File: config.mk
export PLATFORM = sky130hd
export DESIGN_NAME = xip_window_decoder
export DESIGN_NICKNAME = d
export VERILOG_FILES = /design/src/rtl/xip_window_decoder.sv
export SDC_FILE = /design/constraint.sdc
export NUM_CORES = 1
export LEC_CHECK = 0
export CAP_MARGIN = 10
export CORE_UTILIZATION = 50
export CTS_CLUSTER_DIAMETER = 120
export CTS_CLUSTER_SIZE = 28
export DETAILED_ROUTE_END_ITERATION = 12
export DONT_BUFFER_PORTS = 1
export HOLD_SLACK_MARGIN = 0.05
export PLACE_DENSITY = 0.68
export SYNTH_ARGS = -nofsm -noshare
export SYNTH_HDL_FRONTEND = slang
export SYNTH_SLANG_ARGS = --single-unit
export TNS_END_PERCENT = 20
File: constraint.sdc
create_clock -name clk -period 4.9 [get_ports clk]
set_clock_uncertainty 0.2 [all_clocks]
set_input_delay 0.245 -clock clk [delete_from_list [all_inputs] [get_ports clk]]
set_output_delay 0.245 -clock clk [all_outputs]
set_load 0.02 [all_outputs]
File: src/rtl/xip_window_decoder.sv
`timescale 1ns/1ps
module xip_window_decoder #(
  parameter int AW          = 32,
  parameter int FAW         = 28,
  parameter int RAW         = 8,
  parameter int RANGE_MAX   = 15,
  parameter int RANGE_RST   = 4,
  parameter int DIR_BIT     = 7,
  parameter logic [AW-1:0]  PORT_BASE = 32'hE000_0000,
  parameter logic [AW-1:0]  BASE_RST  = 32'hE000_0000,
  parameter logic [RAW-1:0] OFS_CFG   = 8'h00,
  parameter logic [RAW-1:0] OFS_BASE  = 8'h1C,
  parameter logic [RAW-1:0] OFS_EXP   = 8'h80
) (
  input  logic           clk,
  input  logic           rst_n,
  input  logic           cfg_wr,
  input  logic [RAW-1:0] cfg_addr,
  input  logic [31:0]    cfg_wdata,
  output logic [31:0]    cfg_rdata,
  input  logic           acc_valid,
  input  logic           acc_write,
  input  logic [AW-1:0]  acc_addr,
  output logic           hit_ind,
  output logic           hit_dir,
  output logic           acc_err,
  output logic           res_write,
  output logic [RANGE_MAX-1:0] sram_idx,
  output logic [FAW-1:0] flash_addr
);
  localparam int EW = $clog2(RANGE_MAX + 1);
  localparam int IW = RANGE_MAX;

  logic [AW-1:0] base_q;
  logic [EW-1:0] exp_q;
  logic          dir_en_q;

  wire [EW-1:0] exp_wr = (cfg_wdata > 32'(RANGE_MAX)) ? EW'(RANGE_MAX) : cfg_wdata[EW-1:0];

  always_ff @(posedge clk or negedge rst_n) begin
    if (!rst_n) begin
      base_q   <= BASE_RST;
      exp_q    <= EW'(RANGE_RST);
      dir_en_q <= 1'b0;
    end else if (cfg_wr) begin
      if (cfg_addr == OFS_CFG)  dir_en_q <= cfg_wdata[DIR_BIT];
      if (cfg_addr == OFS_BASE) base_q   <= cfg_wdata[AW-1:0];
      if (cfg_addr == OFS_EXP)  exp_q    <= exp_wr;
    end
  end

  always_comb begin
    cfg_rdata = '0;
    if (cfg_addr == OFS_CFG)  cfg_rdata[DIR_BIT] = dir_en_q;
    if (cfg_addr == OFS_BASE) cfg_rdata = 32'(base_q);
    if (cfg_addr == OFS_EXP)  cfg_rdata = 32'(exp_q);
  end

  wire [AW-1:0] win_off   = acc_addr - base_q;
  wire [AW-1:0] win_bytes = AW'(4) << exp_q;
  wire          in_win    = (acc_addr >= base_q) && (win_off < win_bytes);
  wire [IW-1:0] idx_mask  = IW'((AW'(1) << exp_q) - AW'(1));
  wire [IW-1:0] idx_d     = IW'(win_off >> 2) & idx_mask;
  wire [AW-1:0] port_off  = acc_addr - PORT_BASE;

  always_ff @(posedge clk or negedge rst_n) begin
    if (!rst_n) begin
      hit_ind    <= 1'b0;
      hit_dir    <= 1'b0;
      acc_err    <= 1'b0;
      res_write  <= 1'b0;
      sram_idx   <= '0;
      flash_addr <= '0;
    end else begin
      hit_ind    <= acc_valid && in_win;
      hit_dir    <= acc_valid && !in_win && dir_en_q;
      acc_err    <= acc_valid && !in_win && !dir_en_q;
      res_write  <= acc_valid && acc_write;
      sram_idx   <= (acc_valid && in_win) ? idx_d : '0;
      flash_addr <= (acc_valid && !in_win && dir_en_q) ? port_off[FAW-1:0] : '0;
    end
  end

  p_one_path_r9: assert property (@(posedge clk) disable iff (!rst_n)
    $onehot0({hit_ind, hit_dir, acc_err}));

  p_result_follows_r9: assert property (@(posedge clk) disable iff (!rst_n)
    acc_valid |=> (hit_ind || hit_dir || acc_err));

  p_idle_quiet_r9: assert property (@(posedge clk) disable iff (!rst_n)
    !acc_valid |=> !(hit_ind || hit_dir || acc_err));

  p_err_only_off_r7: assert property (@(posedge clk) disable iff (!rst_n)
    (acc_valid && !dir_en_q) |=> !hit_dir);

  p_exp_saturate_r2: assert property (@(posedge clk) disable iff (!rst_n)
    (cfg_wr && cfg_addr == OFS_EXP && cfg_wdata > 32'(RANGE_MAX)) |=> (exp_q == EW'(RANGE_MAX)));

  p_idx_in_window_r5: assert property (@(posedge clk) disable iff (!rst_n)
    hit_ind |-> ((AW'(sram_idx) >> exp_q) == '0));

  p_flash_zero_r7: assert property (@(posedge clk) disable iff (!rst_n)
    !hit_dir |-> (flash_addr == '0));
endmodule

==> impl_metrics.csv <==
group,metric,value,unit
run_status,status,"finished with violations",
run_status,failed_checks,"setup timing",
cells_and_area,final_cell_mix,"dfrtp_1 (80), nand2_1 (73), dlygate4sd3_1 (72), a21oi_1 (69), buf_4 (65)",
power_and_ir_drop,p_leak,3.338,nW
sta,setup_ws,-0.05807,ns
routing,drc,0,
placement,place_hpwl,14.95,mm
setup_path,cp-start-kind,"register",
cts,clk_transition_reported_paths,0.06,ns
sta,relSlewSlack,22.97,%
routing,dr_total_vias,6024,
power_and_ir_drop,ir_drop,0.1612,mV
routing,drt_wl_total,20.44,mm
routing,antenna_left,0,
placement,port-buffer-count,0,
placement,place_congestion,0.9255,
placement,placed_area,6596,um^2
sta,min_period,4.958,ns
power_and_ir_drop,p_per_area,248.8,nW/um^2
cts,cts_buffers,9,
grt,grt_pass1_vias,6022,
synthesis,yosysUniqueCellTypes,71,
grt,track_usage,32.35,%
cells_and_area,final_cell_area,7891,um^2
synthesis,synth_area,6150,um^2
cts,root_buffer,"clkbuf_16",
synthesis,synthCells,711,
cts,tritoncts,"yes",
die,fp.dieH,112.9,um
sta,worstMarginPinSlew,1.152,ns
setup_path,arrival,5.02,ns
routing,drt-vias-per-instance,6.210,
cells_and_area,fillCellCount,971,
cells_and_area,multi_input_area,3832,um^2
cells_and_area,seqCellArea,2107,um^2
cts,cts.sinks,84,
die,pin_count,156,
synthesis,yosysWarningCount,0,
setup_path,end_kind,"register",
synthesis,synth_flop_cell,"dfrtp_1",
die,core_area,12010,um^2
placement,dp.cells,875,
setup_path,slowest_delay,0.60,ns
grt,grt_pass1_wl,31.47,mm
cts,cts_buffer_depth,2,
synthesis,synth.avg_cell_area,8.649,um^2
synthesis,ys_seq_area_share,34.26,%
sta,slew_violations,0,
setup_path,worstPathCellList,"inv_2 > ha_4 > and2b_1 > o211ai_1 > a2111oi_2 > or4_4 > xor2_4 > ha_4 > a21o_1 > a221oi_2 > o2111ai_1 > a2111o_1 > or3_4 > nor4_4 > o211ai_1 > or4_4 > buf_12 > nor3_2",
hold_path,hold_class,"primary input to register",
synthesis,synth_async_sr_flop_share,100.0,%
cells_and_area,nets,945,
synthesis,synth_seq_cells,84,
die,rows,40,
cells_and_area,layout-area-overhead-vs-synth,28.32,%
sta,setup_violations,12,
setup_path,critPathTopFamily,"simple AND/OR/NAND/NOR gates",
setup_path,cp.required,4.97,ns
setup_path,path_class,"register to register",
grt,grt_max_degree,85,
routing,drt_pre_antenna_iters,5,
sta,fin_setup_tns,-0.3554,ns
cells_and_area,finalNonFillerCells,970,
routing,routedWlPerCell,21.07,um
cells_and_area,final_common_cell,"dfrtp_1",
sta,hold_viol_final,0,
synthesis,syn-num-nets,837,
setup_path,crit_buf_inv,2,
routing,drt_iter0_drc,548,
cts,htreeDepth,3,
sta,rsz0062_at_grt,"yes",
cells_and_area,n_antenna_cell,0,
sta,max_freq,0.2017,GHz
grt,overflow,0,
die,dieWidth,112.9,um
sta,fin_crit_sh,101.2,%
grt,antenna_found_initial,0,
setup_path,crit_fanout,8,
cells_and_area,drive_gt1_share,19.44,%
synthesis,synth-edff-count,0,
die,start_util,51.20,%
flow_run,cap_violations,0,
cts,insertion_delay,0.35,ns
setup_path,crit_slowest_cell,"or4_4",
die,fp.dieArea,12750,um^2
power_and_ir_drop,p_total,0.001963,W
==> worst paths after layout <==
| kind | from | to | depth (start not counted) | slack (ns) |
|---|---|---|---|---|
| worst min-delay path | cfg_addr[7] | exp_q[2] | 2 | 0.08 |
| max in group asynchronous | rst_n | base_q[30] | 2 | 3.89 |
| min in group asynchronous | rst_n | acc_err | 2 | 0.24 |
| worst min register to register | base_q[27] | base_q[27] | 1 | 0.30 |
| worst max-delay path | base_q[1] | sram_idx[4] | 18 | -0.06 |
| worst max register to register | base_q[1] | sram_idx[4] | 18 | -0.06 |
==> stage by stage <==
stage               hold WS, ns  worst slack [ns]  utilization [%]
floorplan               -0.2506           0.02057                -
finish                  0.08398          -0.05807            65.70
detailed placement      -0.2489           -0.2854            54.92
global placement        -0.2479           -0.1382            54.92
global route             0.1001           -0.2781            65.70
CTS                     0.07349           -0.1028            64.65
==> power breakdown <==
| group | leakage, nW | switching (W) | internal [W] |
|---|---|---|---|
| Combinational | 2.06 | 0.000300 | 0.000237 |
| Sequential | 1.15 | 0.0000235 | 0.000715 |
| Clock | 0.135 | 0.000293 | 0.000395 |
| Total | 3.34 | 0.000617 | 0.00135 |
==> sequential cells by signal, summed over array words and instances, names as in the netlist <==
signal	flops
base_q	32
res_write	1
dir_en_q	1
hit_dir	1
flash_addr	28
hit_ind	1
sram_idx	15
exp_q	4
acc_err	1
==> what timing repair did <==
item | 4_1_cts | 5_1_grt
hold buffers | 73 | 0
gates cloned | 1 | 1
setup buffers | 4 | 2
gates resized for setup | 15 | 18
pin swaps | 16 | 6
endpoints found under the setup margin | 46 | 46
hold endpoints to repair | 166 | 0
==> per-layer routing <==
metal | GRT usage, % | up-vias | routed length [um] | share of wire [%]
met5 | 0 | - | 0 | 0
met4 | 12.54 | 0 | 550 | 2.7
met3 | 6.802 | 37 | 1359 | 6.6
met2 | 57.61 | 282 | 10170 | 50
met1 | 38.22 | 2910 | 8365 | 41
li1 | - | 2795 | - | -
==> logic make-up (layout without fill, tap and decap cells) <==
| family | after synthesis | count (layout) | share of synthesized area, % |
|---|---|---|---|
| and+or+nand+nor | 256 | 256 | 21.79 |
| AOI/OAI and AO/OA | 175 | 175 | 18.21 |
| buffers and inverters | 90 | 202 | 6.226 |
| DFF | 84 | 84 | 34.26 |
| adders and majority gates | 49 | 49 | 9.970 |
| muxes | 37 | 37 | 6.694 |
| xor gates and xnor gates | 20 | 20 | 2.848 |
==> worst reg2reg max path, stage by stage (launching register included) <==
cell       delay [ns]
dfrtp_1          0.39
inv_2            0.07
ha_4             0.20
and2b_1          0.17
o211ai_1         0.28
a2111oi_2        0.14
or4_4            0.59
xor2_4           0.18
ha_4             0.23
a21o_1           0.17
a221oi_2         0.22
o2111ai_1        0.14
a2111o_1         0.30
or3_4            0.38
nor4_4           0.13
o211ai_1         0.15
or4_4            0.60
buf_12           0.18
nor3_2           0.16
==> synth_stat cells, types with 5 or more instances <==
cell type   n  area [um^2]
buf_2      12        60.06
and3_1      5        31.28
xor2_1      8        70.07
o211ai_1   10        75.07
o21ai_0    27        135.1
or3_1       6        37.54
nor4_1     15        93.84
a21o_1      6        45.04
nor3_1     45        225.2
mux2_2     33        371.6
a21oi_1    72        360.4
inv_1      44        165.2
buf_1       5        18.77
o21a_1      9        67.56
nor2_1     30        112.6
nand4_1    17        106.4
nand2_1    73        274.0
and2_1      7        43.79
dfrtp_1    80         2002
nor2b_1     7        43.79
xnor2_1    12        105.1
nor3_2     10        100.1
clkbuf_1   24        90.09
ha_1       49        613.1
nand3_1    20        100.1
==> cell type report <==
type                    count  share of cell area, %
clock buffers              10                  2.902
clock inverters             5                 0.7928
inverters                  44                  2.093
multi-input cells         537                  48.57
flip-flops and latches     84                  26.70
well taps                 147                  2.331
repair buffers            143                  16.62
(Power assumes the default switching activity.)
